`src/rtl/bru_pkg.sv`:
```
package bru_pkg;

  // Compare strobes from control to datapath; at most one set.
  typedef struct packed {
    logic cmpEq;
    logic cmpLtu;
    logic cmpLts;
    logic cmpNeg;
    logic cmpAlways;
  } cmpSel_t;

  // Target strobes; exactly one set.
  typedef struct packed {
    logic tgtRel;
    logic tgtAbsImm;
    logic tgtAbsReg;
  } tgtSel_t;

  typedef struct packed {
    logic    isBranch;
    logic    invert;
    cmpSel_t cmp;
    tgtSel_t tgt;
  } strobe_t;

endpackage

```
`src/rtl/bru_ctrl.sv`:
```
module bru_ctrl #(
  parameter int XLEN = 24
) (
  input  logic               clk,
  input  logic               rstN,
  input  logic [XLEN-1:0]    instr,
  output bru_pkg::strobe_t   strb
);
  localparam int CLS_LSB  = XLEN - 2;
  localparam int COND_LSB = XLEN - 5;
  localparam int AF_LSB   = XLEN - 9;
  localparam int DF_LSB   = XLEN - 12;

  logic [1:0] cls;
  logic [2:0] cond;
  logic [2:0] dField;
  logic       unusedAField;

  assign cls          = instr[XLEN-1:CLS_LSB];
  assign cond         = instr[COND_LSB+2:COND_LSB];
  assign dField       = instr[DF_LSB+2:DF_LSB];
  assign unusedAField = ^instr[AF_LSB+3:AF_LSB] ^ ^instr[DF_LSB-1:0];

  logic specialPrefix;
  logic zeroForm;
  logic jumpForm;
  assign specialPrefix = (cond[2:1] == 2'b11);
  assign zeroForm      = specialPrefix && (dField == 3'b000);
  assign jumpForm      = specialPrefix && (dField == 3'b100);

  always_comb begin
    strb          = '0;
    strb.isBranch = (cls == 2'b11);
    strb.invert   = cond[0];
    strb.tgt.tgtRel = 1'b1;
    if (jumpForm) begin
      strb.invert        = 1'b0;
      strb.cmp.cmpAlways = 1'b1;
      strb.tgt.tgtRel    = 1'b0;
      if (cond[0]) strb.tgt.tgtAbsReg = 1'b1;
      else         strb.tgt.tgtAbsImm = 1'b1;
    end else if (zeroForm) begin
      strb.cmp.cmpNeg = 1'b1;
    end else begin
      unique case (cond[2:1])
        2'b00:   strb.cmp.cmpEq  = 1'b1;
        2'b01:   strb.cmp.cmpLtu = 1'b1;
        2'b10:   strb.cmp.cmpLts = 1'b1;
        default: ;  // reserved: base test false
      endcase
    end
  end

  // strobe encoding toward the datapath stays consistent
  assert_strobe_onehot_R6: assert property (@(posedge clk) disable iff (!rstN)
    $onehot0(strb.cmp) && $onehot(strb.tgt));

  // an unconditional jump never carries inversion
  assert_jump_noinv_R4: assert property (@(posedge clk) disable iff (!rstN)
    strb.cmp.cmpAlways |-> !strb.invert);

endmodule

```
`src/rtl/bru_dp.sv`:
```
module bru_dp #(
  parameter int XLEN = 24,
  parameter int IMMW = 12
) (
  input  logic               clk,
  input  logic               rstN,
  input  bru_pkg::strobe_t   strb,
  input  logic [IMMW-1:0]    imm,
  input  logic [XLEN-1:0]    pc,
  input  logic [XLEN-1:0]    regAVal,
  input  logic [XLEN-1:0]    regDVal,
  input  logic [XLEN-1:0]    regBVal,
  output logic               taken,
  output logic [XLEN-1:0]    nextPc
);
  localparam int EXTW = XLEN - IMMW;

  logic [XLEN-1:0] immExt;
  assign immExt = {{EXTW{imm[IMMW-1]}}, imm};

  logic baseHit;
  always_comb begin
    baseHit = 1'b0;
    if (strb.cmp.cmpEq)     baseHit = (regAVal == regDVal);
    if (strb.cmp.cmpLtu)    baseHit = (regAVal < regDVal);
    if (strb.cmp.cmpLts)    baseHit = ($signed(regAVal) < $signed(regDVal));
    if (strb.cmp.cmpNeg)    baseHit = regAVal[XLEN-1];
    if (strb.cmp.cmpAlways) baseHit = 1'b1;
  end

  logic takenD;
  assign takenD = strb.isBranch && (baseHit ^ strb.invert);

  logic [XLEN-1:0] relTgt, absImmTgt, absRegTgt, seqPc, tgt;
  assign relTgt    = pc + immExt;
  assign absImmTgt = regAVal + immExt;
  assign absRegTgt = regAVal + regBVal;
  assign seqPc     = pc + {{(XLEN-1){1'b0}}, 1'b1};

  always_comb begin
    tgt = relTgt;
    if (strb.tgt.tgtAbsImm) tgt = absImmTgt;
    if (strb.tgt.tgtAbsReg) tgt = absRegTgt;
  end

  always_ff @(posedge clk) begin
    if (!rstN) begin
      taken  <= 1'b0;
      nextPc <= '0;
    end else begin
      taken  <= takenD;
      nextPc <= takenD ? tgt : seqPc;
    end
  end

  // fall-through address follows the previous pc
  assert_fallthrough_R8: assert property (@(posedge clk) disable iff (!rstN)
    ($past(rstN) && !taken) |-> (nextPc == $past(pc) + 1'b1));

  // non-branch words never transfer control
  assert_nonbranch_idle_R1: assert property (@(posedge clk) disable iff (!rstN)
    ($past(rstN) && !$past(strb.isBranch)) |-> !taken);

  // register-indexed jump lands on the register sum
  assert_regjump_R5: assert property (@(posedge clk) disable iff (!rstN)
    ($past(rstN) && $past(strb.isBranch && strb.tgt.tgtAbsReg))
      |-> (taken && nextPc == $past(regAVal) + $past(regBVal)));

  // the non-inverted sign test follows the sign of register A
  assert_signtest_R3: assert property (@(posedge clk) disable iff (!rstN)
    ($past(rstN) && $past(strb.isBranch && strb.cmp.cmpNeg && !strb.invert))
      |-> (taken == $past(regAVal[XLEN-1])));

endmodule

```
`src/rtl/bru_top.sv`:
```
module bru_top #(
  parameter int XLEN = 24,
  parameter int IMMW = 12
) (
  input  logic            clk,
  input  logic            rstN,
  input  logic [XLEN-1:0] instr,
  input  logic [XLEN-1:0] pc,
  input  logic [XLEN-1:0] regAVal,
  input  logic [XLEN-1:0] regDVal,
  input  logic [XLEN-1:0] regBVal,
  output logic            taken,
  output logic [XLEN-1:0] nextPc
);
  bru_pkg::strobe_t strb;

  bru_ctrl #(.XLEN(XLEN)) uCtrl (
    .clk   (clk),
    .rstN  (rstN),
    .instr (instr),
    .strb  (strb)
  );

  bru_dp #(.XLEN(XLEN), .IMMW(IMMW)) uDp (
    .clk     (clk),
    .rstN    (rstN),
    .strb    (strb),
    .imm     (instr[IMMW-1:0]),
    .pc      (pc),
    .regAVal (regAVal),
    .regDVal (regDVal),
    .regBVal (regBVal),
    .taken   (taken),
    .nextPc  (nextPc)
  );
endmodule

```
`config.mk`:
```
export PLATFORM = sky130hd
export DESIGN_NAME = bru_top
export DESIGN_NICKNAME = d
export VERILOG_FILES = /design/src/rtl/bru_pkg.sv /design/src/rtl/bru_ctrl.sv /design/src/rtl/bru_dp.sv /design/src/rtl/bru_top.sv
export SDC_FILE = /design/constraint.sdc
export NUM_CORES = 1
export LEC_CHECK = 0
export BUFFER_PORTS_ARGS = -buffer_cell sky130_fd_sc_hd__buf_4
export CAP_MARGIN = 15
export CORE_ASPECT_RATIO = 1.25
export CORE_MARGIN = 2
export CORE_UTILIZATION = 50
export CTS_BUF_LIST = sky130_fd_sc_hd__clkbuf_16
export DETAILED_ROUTE_END_ITERATION = 10
export GPL_ROUTABILITY_DRIVEN = 0
export PLACE_DENSITY = 0.78
export SLEW_MARGIN = 20
export SYNTH_ARGS = -nofsm -noshare
export SYNTH_HDL_FRONTEND = slang
export SYNTH_HIERARCHICAL = 1
export SYNTH_SLANG_ARGS = --single-unit
```
`constraint.sdc`:
```
create_clock -name clk -period 10.55 [get_ports clk]
set_input_delay 0 -clock clk [delete_from_list [all_inputs] [get_ports clk]]
set_output_delay 0 -clock clk [all_outputs]
set_load 0.05 [all_outputs]
```
**Word level (Yosys, flattened, before mapping)**

Cells that the tools add are included.

- Register bits after elaboration: 25
- Input bits: 122
- Logic and storage cells: 38

- $lt $le $gt $ge: 2
- Bitwise logic cells: 1
- Mux-type cells: 18
- $add $sub $neg: 4
- Reductions and logical operators: 5
- Equal/unequal tests: 6

Operator list:

| cell | count |
|---|---|
| 24-bit adder | 3 |
| 24-bit two-way mux | 3 |
| 24-bit < comparator | 2 |
| 24-bit by 1-bit adder with 24-bit output, second input constant | 1 |
| 24-bit == test | 1 |
| 1-bit two-way mux | 12 |
| 4-bit two-way mux | 2 |
| 2-bit == test, second input constant | 3 |
| 3-bit == test, second input constant | 1 |
| 1-bit logical AND | 3 |
| 3-bit zero test | 1 |
| 3-bit two-way mux | 1 |
| 2-bit by 1-bit == test with 1-bit output, second input constant | 1 |
| 2-bit zero test | 1 |
| 1-bit bitwise XOR | 1 |

**Logic depth before layout (Yosys ltp)**

Gate-level depths: netlist of the first run.

- Depth in word-level cells: 12
- Depth in mapped cells: 14
- Mapped depth without buffers: 13

**Modules after synthesis**

The synthesis of the first run kept the hierarchy.

Modules (own cells, without submodules):

| module | area each (um^2) | cells each | instances |
|---|---|---|---|
| bru_dp | 4,849.7 | 645 | 1 |
| bru_ctrl | 91.3 | 13 | 1 |

**Worst setup path after synthesis of the first run**

Ideal clock, no wire load.

- Path kind: input to register
- From: in instr[12]
- To: reg uDp.nextPc[21]
- Required time: 10.480 ns
- Cell stages on the path: 14
- Setup time: 0.070 ns
- Setup slack: 7.099 ns
- Data arrival time: 3.382 ns
- Cell sequence: nand4bb_1 -> nor3b_1 -> clkbuf_1 -> buf_1 -> mux2_2 -> ha_1 -> and3_1 -> a221o_1 -> nor3_2 -> a21oi_1 -> or4_1 -> a21oi_1 -> a221oi_1 -> a21oi_1

RTL lines:

| what | line | text |
|---|---|---|
| start, declared | bru_top.sv:7 | `input logic [XLEN-1:0] instr,` |
| end signal, assigned | bru_dp.sv:52 | `nextPc <= takenD ? tgt : seqPc;` |
| end, declared | bru_dp.sv:14 | `output logic [XLEN-1:0] nextPc` |

==> results of run 1 <==
[final timing paths]
check                     start                        end  depth (start not counted)
worst max-delay path  instr[12]  uDp/nextPc[20]$_SDFF_PN0_                         15
worst min-delay path     pc[22]  uDp/nextPc[22]$_SDFF_PN0_                          3
[metrics by stage]
| step | setup WS, ps | power (mW) | area, um2 |
|---|---|---|---|
| 5_1_grt | 6680 | 0.537 | 6190 |
| 2_1_floorplan | 7100 | 0.308 | 4940 |
| 3_3_place_gp | 6830 | 0.401 | 6100 |
| 6_report | 6870 | 0.503 | 6190 |
| 4_1_cts | 6990 | 0.498 | 6190 |
| 3_5_place_dp | 6720 | 0.409 | 6100 |
[flip-flops by register name, summed over array words and instances, names as in the netlist]
name	count
uDp/taken	1
uDp/nextPc	24
[routing by layer]
layer / wire length (um) / share of wire [%] / vias to the layer above / global-route usage (%)
met5: 0 / 0 / - / 0
met4: 1050 / 6.1 / 0 / 17.3
met3: 1220 / 7.2 / 75 / 3.28
met2: 8190 / 48 / 306 / 56.0
met1: 6560 / 39 / 2632 / 36.3
li1: - / - / 2764 / -
[timing repair]
item,CTS,global route
hold endpoints to repair,1,0
hold buffers,1,0
endpoints found under the setup margin,0,0
[worst max-delay path, delay by kind of cell]
kind                     cells  cell delay, ps
adder cells (fa/ha/maj)      2             670
AND/OR/NAND/NOR              4             850
AO/OA/AOI/OAI                6            1480
multiplexers                 1             390
buffers and inverters        2             520
[layout by cell type (no fill, tap or decap), types with 4 or more instances in the layout]
cell type,count
nand2_1,50
buf_4,146
a21boi_0,7
nand2b_1,5
o21ai_0,30
and2_1,4
a221oi_1,5
dfxtp_1,25
ha_1,71
mux2_2,24
nor2_1,42
a21oi_1,55
xnor2_1,22
a211o_1,4
o21a_1,16
inv_1,39
nor2b_1,8
a311oi_1,7
nand4_1,10
nor3_1,27
and4_1,7
xor2_1,18
nand3_1,17
or3_1,5
a211oi_1,18
o31ai_1,7
a21o_1,19
or4_1,5
a31oi_1,8
and3_1,13
o21bai_1,5
o211ai_1,6
[power by group]
| group | internal [mW] | total, mW | switching, mW |
|---|---|---|---|
| registers | 0.103 | 0.106 | 0.00298 |
| logic | 0.132 | 0.309 | 0.177 |
| clock network | 0.0512 | 0.0880 | 0.0368 |
[area by class of cell]
cell class / count / share of cell area [%]
clock buffers: 3 / 1.21
repair buffers: 147 / 17.9
well taps: 126 / 2.55
inverters: 40 / 2.43
clock inverters: 1 / 0.0809
multi-input cells: 571 / 67.8
flip-flops and latches: 25 / 8.09
==> flow_metrics.py, run 1 <==
metrics = {
    "grt": {
        "grt_max_degree": 31,
        "antenna_found_initial": 0,
        "grt_overflow": 0,
        "first_global_vias": 5664,
        "grtUsageTotal_pct": 31.3,
        "grt_first_pass_wirelength_mm": 26.9,
    },
    "layout": {
        "seqCellArea_um2": 500,
        "multi_input_area_mm2": 0.00419,
        "nets": 983,
        "utilization_pct": 64.4,
        "drive_above_1_share_pct": 23.5,
        "fillCellCount": 872,
        "antennaDiodeCount": 0,
        "area_growth_pct": 25.3,
        "finalNonFillerCells": 913,
    },
    "detailed_routing": {
        "via_count": 5777,
        "drc_errors": 0,
        "wl_per_cell_um": 18.6,
        "postRouteAntennaNets": 0,
        "dr.pass1.iters": 5,
        "drt_iter0_markers": 464,
        "avgViaCountPerCell": 6.33,
        "wirelength_mm": 17.0,
    },
    "worst_setup_path": {
        "crit_top_cell": "buf_4",
        "end_kind": "flip-flop",
        "required_ps": 10770,
        "cp.arrival_ps": 3900,
        "path_cells": "buf_4, nand4bb_1, nor3b_2, buf_4, mux2_2, ha_1, fa_1, a211oi_1, nor2_1, o211ai_1, a21oi_1, o31a_1, o21a_1, nor3_1, o221a_2",
        "path_class": "primary input to flip-flop",
        "startpoint_type": "primary input",
        "slowest_delay_ps": 430,
        "worst-path-max-fanout": 25,
        "worst_path_max_delay_cell": "fa_1",
    },
    "run": {
        "max_cap_viol_count": 0,
    },
    "pwr": {
        "ir_drop_uv": 38.0,
        "leakagePower_nw": 2.91,
        "p_per_area_mw_per_mm2": 81.3,
    },
    "timing": {
        "hold_violations": 0,
        "slew-limit-headroom_pct": 40.7,
        "tns_ps": 0,
        "fin_crit_sh_pct": 34.9,
        "holdWs_ps": 44.5,
        "drv_slew": 0,
        "max_freq_ghz": 0.272,
        "worst_pin_slew_ps": 889,
        "fin_crit_ps": 3680,
        "rsz0062_at_grt": "no",
        "setup_viol": 0,
    },
    "placed_design": {
        "dp.cells": 908,
        "place_hpwl_mm": 13.5,
        "port-buffer-count": 142,
    },
    "hold_path": {
        "hold_class": "primary input to flip-flop",
    },
    "floorplanning": {
        "die_w_um": 92.9,
        "die_area_mm2": 0.0107,
        "io_pins": 147,
        "core_mm2": 0.00961,
        "die_y_um": 115,
        "rows": 40,
        "initial_core_util_pct": 51.4,
    },
    "clocking": {
        "cts_buffers": 3,
        "cts.sinks": 25,
        "cts_setup_buffers": 0,
        "ctsLongestPathBuffers": 2,
        "clk_pin_slew_ps": 70,
        "cts_tree": "done",
        "cts_resized": 0,
        "root_buffer": "clkbuf_16",
        "htreeDepth": 1,
    },
    "logic_synthesis": {
        "syn-cell-area_mm2": 0.00494,
        "ys_warn_count": 6,
        "synth_cells": 657,
        "avgSynthCellArea_um2": 7.51,
        "synth_nets": 852,
    },
    "status": {
        "status": "finished clean",
    },
}
Note: power is estimated with default switching activity, not from simulation.
==> run 2, diff against run 1 <==
==> constraint.sdc (replaced) <==
create_clock -name clk -period 3.65 [get_ports clk]
set_input_delay 0 -clock clk [delete_from_list [all_inputs] [get_ports clk]]
set_output_delay 0 -clock clk [all_outputs]
set_load 0.05 [all_outputs]
==> flow_metrics.py, run 2 (synthesis results as in run 1) <==
metrics = {
    "floorplanning": {
        "rows": 40,
        "core_mm2": 0.00961,
        "initial_core_util_pct": 51.4,
        "die_w_um": 92.9,
        "die_y_um": 115,
        "die_area_mm2": 0.0107,
        "io_pins": 147,
    },
    "timing": {
        "fin_crit_sh_pct": 91.3,
        "holdWs_ps": 48.1,
        "fin_crit_ps": 3330,
        "worst_pin_slew_ps": 660,
        "slew-limit-headroom_pct": 55.6,
        "max_freq_ghz": 0.300,
        "hold_violations": 0,
        "drv_slew": 0,
        "tns_ps": 0,
        "setup_viol": 0,
        "rsz0062_at_grt": "no",
    },
    "pwr": {
        "ir_drop_uv": 153,
        "power_frac_comb_pct": 61.5,
        "clkPwrFrac_pct": 17.6,
        "p_per_area_mw_per_mm2": 234,
        "pwr-share-seq_pct": 20.9,
        "leakagePower_nw": 2.93,
        "p_switching_mw": 0.627,
        "swShare_pct": 42.9,
        "intPower_mw": 0.833,
    },
    "detailed_routing": {
        "dr.pass1.iters": 5,
        "postRouteAntennaNets": 0,
        "drc_errors": 0,
        "drt_iter0_markers": 304,
        "wl_per_cell_um": 18.4,
        "avgViaCountPerCell": 6.34,
        "wirelength_mm": 16.9,
        "via_count": 5812,
    },
    "worst_setup_path": {
        "startpoint_type": "primary input",
        "cp.arrival_ps": 3470,
        "end_kind": "flip-flop",
        "worst-path-max-fanout": 24,
        "required_ps": 3790,
        "path_class": "primary input to flip-flop",
    },
    "layout": {
        "drive_above_1_share_pct": 23.9,
        "area_growth_pct": 26.2,
        "nets": 987,
        "utilization_pct": 64.9,
        "largest_reg_flops": 24,
        "stdcell_area_mm2": 0.00623,
        "layout_common_cells": "buf_4 (149), ha_1 (71), a21oi_1 (55)",
        "layout_commonest_cell": "buf_4",
        "top_regs": "uDp/nextPc x24, uDp/taken x1",
        "finalNonFillerCells": 917,
        "antennaDiodeCount": 0,
        "top_register": "uDp/nextPc",
    },
    "clocking": {
        "clk_pin_slew_ps": 70,
        "ctsLongestPathBuffers": 2,
        "htreeDepth": 1,
        "holdBufCountCts": 1,
        "cts.sinks": 25,
        "cts_buffers": 3,
        "cts_resized": 0,
        "root_buffer": "clkbuf_16",
        "cts_setup_buffers": 0,
        "cts_tree": "done",
    },
    "placed_design": {
        "dp.cells": 912,
        "port-buffer-count": 142,
        "place_hpwl_mm": 13.8,
        "placed_cell_area_mm2": 0.00614,
    },
    "status": {
        "status": "finished clean",
    },
    "hold_path": {
        "hold_class": "primary input to flip-flop",
    },
    "grt": {
        "first_global_vias": 5620,
        "grtUsageTotal_pct": 30.9,
        "antenna_found_initial": 0,
        "grt_overflow": 0,
        "grt_first_pass_wirelength_mm": 26.5,
        "grt_max_degree": 30,
    },
    "run": {
        "max_cap_viol_count": 0,
    },
}
## run 2: routing by layer
metal	vias up	share of wire (%)	GRT usage, %
met5	-	0	0
met4	0	5.8	18.9
met3	77	7.2	4.13
met2	301	49	54.9
met1	2668	38	35.0
li1	2766	-	-
## run 2: critical path, stage by stage
cell	delay, ps
buf_4	110
nand4bb_1	220
nor3b_2	180
buf_4	150
buf_12	170
mux2_2	350
ha_1	360
and3_1	220
a221o_1	330
nor3_2	310
a21oi_1	190
o311ai_0	370
a21oi_1	120
a221oi_1	250
a21oi_1	110
## run 2: layout make-up
type | count | area, um2
tap | 126 | 158
timing repair buffer | 151 | 1150
sequential | 25 | 500
clock buffer | 3 | 75.1
fill | 867 | 3380
clock inverter | 1 | 7.51
inverter | 40 | 150
multi-input combinational | 571 | 4190
## run 2: metrics by stage
step           setup WS, ps  total power, mW
2_1_floorplan           199            0.891
3_3_place_gp            200             1.16
3_5_place_dp            135             1.19
4_1_cts                 393             1.45
5_1_grt                87.2             1.55
6_report                317             1.46
## run 2: final timing paths
check / from / end / slack (ps) / depth (start not counted)
worst max-delay path: instr[12] / uDp/nextPc[21]$_SDFF_PN0_ / 320 / 15
worst min-delay path: rstN / uDp/nextPc[13]$_SDFF_PN0_ / 50 / 3
## run 2: power groups by stage
stage,registers (mW),logic [mW],clock network (mW)
floorplan,0.397,0.494,0
global placement,0.312,0.851,0
detailed placement,0.312,0.876,0
CTS,0.306,0.882,0.263
global route,0.307,0.973,0.270
finish,0.306,0.897,0.257
